===== src/rtl/dbg_stage_gate.sv =====
module dbg_stage_gate #(
  parameter int STAGE_W = 2,
  parameter logic [STAGE_W-1:0] EARLY_STAGE = '0,
  parameter logic [1:0] MIN_PRIV = 2'b01
) (
  input  logic               clk,
  input  logic               rst_n,
  input  logic [STAGE_W-1:0] boot_stage,
  input  logic               shield_we,
  input  logic               shield_wd,
  input  logic               pw_pass,
  input  logic               dbg_req,
  input  logic               dbg_exit,
  input  logic [1:0]         req_priv,
  input  logic [1:0]         cur_priv,
  output logic               dbg_en,
  output logic               dbg_mode,
  output logic               dbg_full,
  output logic               dbg_deny,
  output logic [1:0]         eff_priv,
  output logic               shield_q
);
  localparam logic [1:0] PRIV_M = 2'b11;
  localparam logic [1:0] PRIV_RSV = 2'b10;

  logic [STAGE_W-1:0] stage_q;
  logic pw_ok, stage_chg, priv_ok, grant, mode_d;

  assign stage_chg = boot_stage != stage_q;
  assign priv_ok   = (req_priv >= MIN_PRIV) && (req_priv != PRIV_RSV);
  assign grant     = dbg_req && !dbg_exit && priv_ok && pw_ok && !shield_q && !stage_chg;
  assign mode_d    = !dbg_exit && (grant || (dbg_mode && pw_ok && !shield_q && !stage_chg && !dbg_req));

  assign dbg_en   = !shield_q && pw_ok;
  assign eff_priv = dbg_mode ? PRIV_M : cur_priv;

  always_ff @(posedge clk or negedge rst_n) begin
    if (!rst_n) begin
      stage_q  <= '0;
      pw_ok    <= 1'b0;
      shield_q <= 1'b0;
      dbg_mode <= 1'b0;
      dbg_full <= 1'b0;
      dbg_deny <= 1'b0;
    end else begin
      stage_q  <= boot_stage;
      pw_ok    <= stage_chg ? 1'b0 : (pw_ok || pw_pass);
      if (shield_we && !shield_q) shield_q <= shield_wd;
      dbg_mode <= mode_d;
      dbg_full <= grant ? (boot_stage == EARLY_STAGE) : (mode_d && dbg_full);
      dbg_deny <= dbg_req && !dbg_exit && !grant;
    end
  end

  p_shield_sticky_r3: assert property (@(posedge clk) disable iff (!rst_n)
    $past(shield_q) |-> shield_q);

  p_stage_forgets_r4: assert property (@(posedge clk) disable iff (!rst_n)
    $past(boot_stage != stage_q) |-> !pw_ok);

  p_both_checks_r5: assert property (@(posedge clk) disable iff (!rst_n)
    $rose(dbg_mode) |-> $past(dbg_req && pw_ok && req_priv >= MIN_PRIV && req_priv != PRIV_RSV));

  p_deny_excl_r6: assert property (@(posedge clk) disable iff (!rst_n)
    dbg_deny |-> !dbg_mode);

  p_full_early_r9: assert property (@(posedge clk) disable iff (!rst_n)
    $rose(dbg_full) |-> $past(boot_stage == EARLY_STAGE));

  p_shield_locks_r10: assert property (@(posedge clk) disable iff (!rst_n)
    shield_q |=> !dbg_mode);
endmodule


===== config.mk =====
export PLATFORM = sky130hd
export DESIGN_NAME = dbg_stage_gate
export DESIGN_NICKNAME = d
export VERILOG_FILES = /design/src/rtl/dbg_stage_gate.sv
export SDC_FILE = /design/constraint.sdc
export NUM_CORES = 1
export LEC_CHECK = 0
export BUFFER_PORTS_ARGS = -buffer_cell sky130_fd_sc_hd__buf_2
export CAP_MARGIN = 20
export CORE_AREA = 3 3 40 42
export DETAILED_ROUTE_END_ITERATION = 7
export DIE_AREA = 0 0 43 45
export HOLD_SLACK_MARGIN = 0.1
export PLACE_DENSITY_LB_ADDON = 0.08
export SETUP_SLACK_MARGIN = 0.05
export SYNTH_ARGS = -nofsm -noshare
export SYNTH_HDL_FRONTEND = slang
export SYNTH_SLANG_ARGS = --single-unit

===== constraint.sdc =====
create_clock -name clk -period 1.2 [get_ports clk]
set_input_delay 0.18 -clock clk [delete_from_list [all_inputs] [get_ports clk]]
set_output_delay 0.18 -clock clk [all_outputs]
set_load 0.05 [all_outputs]

==> results.toml, run 1 <==
[power_and_ir_drop]
total_power_mw = 0.567
powerDensity_nw_per_um2 = 1030
irDropWorstVdd_mv = 0.500
cellLeakagePower_nw = 0.246

[sta]
fin_worst_skew_ns = 0.00769
rsz0062_at_grt = "true"
setup_viol = 2
slew_violations = 0
whs_ns = 0.123
fin_setup_tns_ns = -0.0491
finalCriticalPeriod_ns = 1.23
relSlewSlack_pct = 78.4
layout_setup_ws_ns = -0.0252
worst_slew_pin_slew_ns = 0.324
period_share_pct = 102
finalHoldViolations = 0
fmax_mhz = 816

[die]
num_rows = 13
die_w_um = 43
die_y_um = 45
die_area_um2 = 1940
core_region_area_um2 = 1280
start_util_pct = 24.4
ios = 20

[synth]
synth_top_family_by_area = "simple AND/OR/NAND/NOR gates"
yosys.area.top_type = "dfrtp_1"
ys_ff_latch = 7
synth-edff-count = 0
synth_common_cells = "dfrtp_1, nand3b_1, or2_2, xor2_1"
synth_fp_nets = 37
synth_ff_type = "dfrtp_1"
ys_types = 15
synth-simple-area-share_pct = 23.9
synth-compound-area-share_pct = 10.4
synth_fa_ha_area_share_pct = 0
synth_xor_area_share_pct = 5.58
synth_mux_area_share_pct = 3.19
avgSynthCellArea_um2 = 13.1
yosysWarnings = 0
async_reset_ff_share_pct = 100
syn_inst = 24
synth_area_leaders = "dfrtp_1, xor2_1, a2111oi_2, nand3b_1, nor4_2"
ys_seq_area_share_pct = 55.8
yosysTopAreaCellShare_pct = 55.8
synth_most_common_cell = "dfrtp_1"
syn_area_um2 = 314

[drt]
drtAntennaViolNets = 0
vias = 286
vias_per_cell = 4.40
dr.pass1.iters = 2
drt_iter0_drc = 4
wire_per_inst_um = 12.3
routed_wl_um = 797
post-route-drc-count = 0

[worst_setup_path]
crit_arrival_ns = 1.05
critPathRequiredTime_ns = 1.02
crit_path_end_kind = "primary output"
reg2regPathDepth = 2
crit_chain = "or2_4, buf_8"
crit_type = "reg -> out"
crit_path_start_kind = "flop"
cp_slowest_cell = "dfrtp_2"
critPathMaxFanout = 4
crit_path_max_incr_delay_ns = 0.41

[place]
place_hpwl_um = 565
gp_routability_congestion = 0.679
port_buffers = 18
dp_cells = 57

[worst_hold_path]
hold_path.class = "in -> reg"
min_path_cells = 2

[clock_tree]
cts-buffers-inserted = 3
clk_pin_slew_ns = 0.06
clk_path_buf_depth = 2
cts-root-buf = "clkbuf_4"
cts_max_level = 1
clk_latency_ns = 0.25
clock-sinks = 7
cts_tree = "built"

[global_route]
grt_util_all_layers_pct = 10.6
grt_overflow_total = 0
antenna_found_initial = 0
grt_pass1_wl_um = 1410
grt_max_degree = 8
grt_pass1_vias = 330

[final_layout]
antenna_cells = 0
drive_above_1_share_pct = 64.0
area_delta_synth_final_pct = 76.1
fin_nets = 64
postLayoutCoreUtil_pct = 43.0
final_cells = 65

[flow_run]
cap_violations = 0

[run_status]
run_status = "finished, violations left"
violations = "negative setup slack"
-- placed cells by master, fill, tap and decap left out, drive strengths merged --
cell,n
a2111oi,1
or3b,1
nand4bb,1
nor2,1
o311a,1
nor4,1
mux2i,1
xor2,2
dlygate4sd3,3
nor3,1
nor2b,1
or2,2
inv,1
buf,19
nand3b,2
clkbuf,4
a21o,1
dfrtp,7
-- logic make-up (layout without fill, tap and decap cells) --
kind of cell	Yosys count	count (layout)
simple gates	10	10
compound gates	3	3
flops	7	7
buf+inv	1	27
xor+xnor	2	2
mux	1	1
-- per-layer routing --
| layer | up-vias | GRT usage [%] | share of wire [%] | wire length, um |
|---|---|---|---|---|
| met5 | - | 0 | 0 | 0 |
| met3 | 4 | 3.98 | 8.4 | 67 |
| met1 | 129 | 10.9 | 41 | 323 |
| met4 | 0 | 10.8 | 2.5 | 20 |
| li1 | 138 | - | - | - |
| met2 | 15 | 16.2 | 48 | 385 |
-- sequential cells by signal, indices dropped and copies added, names as in the netlist --
register and cells:
stage_q 2, dbg_deny 1, dbg_full 1, dbg_mode 1, pw_ok 1, shield_q 1
-- area by class of cell --
cell class	instances	area [um^2]
Inverter	1	3.75
Multi-Input combinational cell	16	173
Fill cell	136	732
Timing Repair Buffer	22	154
Sequential cell	7	178
Clock buffer	4	26.3
Tap cell	15	18.8
-- timing repair --
| action | in CTS | in global routing |
|---|---|---|
| hold endpoints to repair | 9 | 0 |
| pin swaps | 2 | 0 |
| endpoints found under the setup margin | 4 | 5 |
| hold buffers | 3 | 0 |
| setup buffers | 1 | 0 |
| gates resized for setup | 11 | 2 |
-- stage by stage --
stage          instance area, um^2  setup WS, ns
2_1_floorplan                  322       -0.0242
3_3_place_gp                   430        0.0803
4_1_cts                        538       -0.0389
5_1_grt                        553       -0.0705
6_report                       553       -0.0252
3_5_place_dp                   430        0.0676
-- critical path: cells and delay by family (launching register included) --
| family | cells | cell delay, ns |
|---|---|---|
| flops | 1 | 0.41 |
| simple gates | 1 | 0.24 |
| buf+inv | 1 | 0.15 |
-- where the power goes --
group          internal (mW)  switching [mW]
Combinational         0.0482          0.0569
Clock                  0.127          0.0862
Sequential             0.244         0.00515
-- final timing paths --
path,slack (ns),to,startpoint
max in group asynchronous,0.74,dbg_mode,rst_n
min in group asynchronous,0.28,dbg_deny,rst_n
max reg2reg,0.07,dbg_full,shield_q
max,-0.03,eff_priv[0],dbg_mode
min,0.12,shield_q,shield_we
min reg2reg,0.51,shield_q,shield_q
Power figures use the tool's default switching activity.
==> run 2: changes to the inputs <==
--- a/config.mk
+++ b/config.mk
@@ -5,6 +5,7 @@
 export SDC_FILE = /design/constraint.sdc
 export NUM_CORES = 1
 export LEC_CHECK = 0
+export ABC_AREA = 1
 export BUFFER_PORTS_ARGS = -buffer_cell sky130_fd_sc_hd__buf_2
 export CAP_MARGIN = 20
 export CORE_AREA = 3 3 40 42
==> run 2 against run 1 <==
The flow still finishes with violations (negative setup slack). Critical path depth did not move. Clock power rose by 2%. Clock-buffer cell count did not move. Fmax rose by 1.4%. Cell count rose by 34%. Via count rose by 30%. Combinational power rose by 17%. Routed wire length rose by 3.4%. Sequential share of layout area fell by 3.9 points. Clock skew fell by 0.0055 ns. Area after synthesis rose by 16%. First-iteration DRC count rose by 25%. Critical path type unchanged.
==> results.toml, run 2 <==
[run_status]
run_status = "finished, violations left"
violations = "negative setup slack"

[worst_hold_path]
hold_path.class = "in -> reg"
min_path_cells = 3
hp-start = "shield_we"

[die]
die_y_um = 45
core_region_area_um2 = 1280
die_w_um = 43
num_rows = 13
start_util_pct = 28.2
ios = 20
die_area_um2 = 1940

[global_route]
antenna_found_initial = 0
grt_pass1_vias = 318
grt_util_all_layers_pct = 8.82
grt_pass1_wl_um = 1210
grt_max_degree = 8
grt_overflow_total = 0

[synth]
synth_most_common_cell = "nand2_1"
synth_fp_nets = 57
ys_ff_latch = 7
syn_area_um2 = 363
synth_common_cells = "nand2_1, inv_1, dfrtp_1"
yosysTopAreaCellShare_pct = 48.3
ys_types = 15
synth_area_leaders = "dfrtp_1, nand2_1, inv_1, nor2_4, nor2_1"
avgSynthCellArea_um2 = 8.25
async_reset_ff_share_pct = 100
synth_ff_type = "dfrtp_1"
yosysWarnings = 0
ys_seq_area_share_pct = 48.3
syn_inst = 44
synth-edff-count = 0
yosys.area.top_type = "dfrtp_1"

[clock_tree]
clock-sinks = 7
clk_latency_ns = 0.25
cts-buffers-inserted = 3
clk_pin_slew_ns = 0.05
cts-root-buf = "clkbuf_4"
clk_path_buf_depth = 2
cts_tree = "built"
cts_max_level = 1

[sta]
finalHoldViolations = 0
worst_slew_pin_slew_ns = 0.248
slew_violations = 0
finalCriticalPeriod_ns = 1.21
setup_viol = 2
relSlewSlack_pct = 83.6
layout_setup_ws_ns = -0.00880
fin_worst_skew_ns = 0.00217
fin_setup_tns_ns = -0.0173
fmax_mhz = 827
period_share_pct = 101
rsz0062_at_grt = "true"

[flow_run]
cap_violations = 0

[power_and_ir_drop]
power.switching_mw = 0.160
intPower_mw = 0.429
swShare_pct = 27.1
p_comb_share_pct = 20.9
clock_power_share_pct = 36.9
seq_power_share_pct = 42.2
powerDensity_nw_per_um2 = 941
irDropWorstVdd_mv = 0.735
cellLeakagePower_nw = 0.343

[final_layout]
top_register = "stage_q"
final_cell_mix = "buf_2, inv_1, nand2_1"
largest_reg_flops = 2
postLayoutCoreUtil_pct = 48.7
drive_above_1_share_pct = 52.8
multi_input_area_um2 = 178
antenna_cells = 0
fin_nets = 86
final_common_cell = "buf_2"
design_area_um2 = 626
regArea_um2 = 176
area_delta_synth_final_pct = 72.4
nFillCells = 120

[place]
gp_routability_congestion = 0.684
place_area_um2 = 473
port_buffers = 18

[worst_setup_path]
critPathRequiredTime_ns = 1.02
crit_path_end_kind = "primary output"
reg2regPathDepth = 6
crit_arrival_ns = 1.03
crit_start = "dbg_mode"
critPathMaxFanout = 3
crit_path_start_kind = "flop"
r2r_start = "shield_q"
crit_type = "reg -> out"

[drt]
wire_per_inst_um = 9.47
post-route-drc-count = 0
dr.pass1.iters = 2
routed_wl_um = 824
vias = 373
drtAntennaViolNets = 0
drt_iter0_drc = 5
vias_per_cell = 4.29
run 2: final timing paths:
kind                                    end  slack, ns
worst max-delay path            eff_priv[0]     -0.009
worst min-delay path               shield_q       0.13
worst max register to register     dbg_full       0.16
worst min register to register     dbg_full       0.54
max in group asynchronous          shield_q       0.73
min in group asynchronous             pw_ok       0.30
run 2: metrics by stage:
step	total power, mW	setup WS (ns)	hold WS [ns]	cells
finish	0.588	-0.00880	0.127	87
global route	0.622	-0.0470	0.141	87
CTS	0.580	-0.0131	0.129	86
detailed placement	0.338	0.141	0.0254	77
global placement	0.338	0.146	0.0311	77
floorplan	0.303	-0.0293	-0.116	44
run 2: timing repair:
action                                  4_1_cts  5_1_grt
hold buffers                                  3        0
setup buffers                                 2        1
pin swaps                                     2        6
gates resized for setup                      11       11
endpoints found under the setup margin        3        7
endpoints found under the hold margin         9        0
run 2: cell type report:
class / instances / area share (%)
Sequential cell: 7 / 28.2
Timing Repair Buffer: 24 / 30.8
Clock buffer: 4 / 4.20
Tap cell: 15 / 3.00
Multi-Input combinational cell: 28 / 28.4
Inverter: 9 / 5.40
run 2: cells by family (layout without fill, tap and decap cells):
family / after synthesis / in the layout / synth area share [%]
flops: 7 / 7 / 48.3
simple gates: 27 / 27 / 41.0
buf+inv: 9 / 37 / 9.31
compound gates: 1 / 1 / 1.38
run 2: layer usage:
layer	global-route usage (%)	part of all wire (%)
met4	7.23	2.5
met2	11.4	44
met5	0	0
met3	2.79	10
met1	11.9	42
run 2: worst max-delay path: stages (launching register included):
cell and delay, ns:
dfrtp_1 0.39, or2_4 0.24, buf_8 0.15
run 2: power groups by stage:
stage	clock network (mW)	registers (mW)	logic, mW
finish	0.217	0.248	0.123
global route	0.239	0.249	0.135
CTS	0.224	0.248	0.108
detailed placement	0	0.253	0.0855
global placement	0	0.252	0.0856
floorplan	0	0.258	0.0447
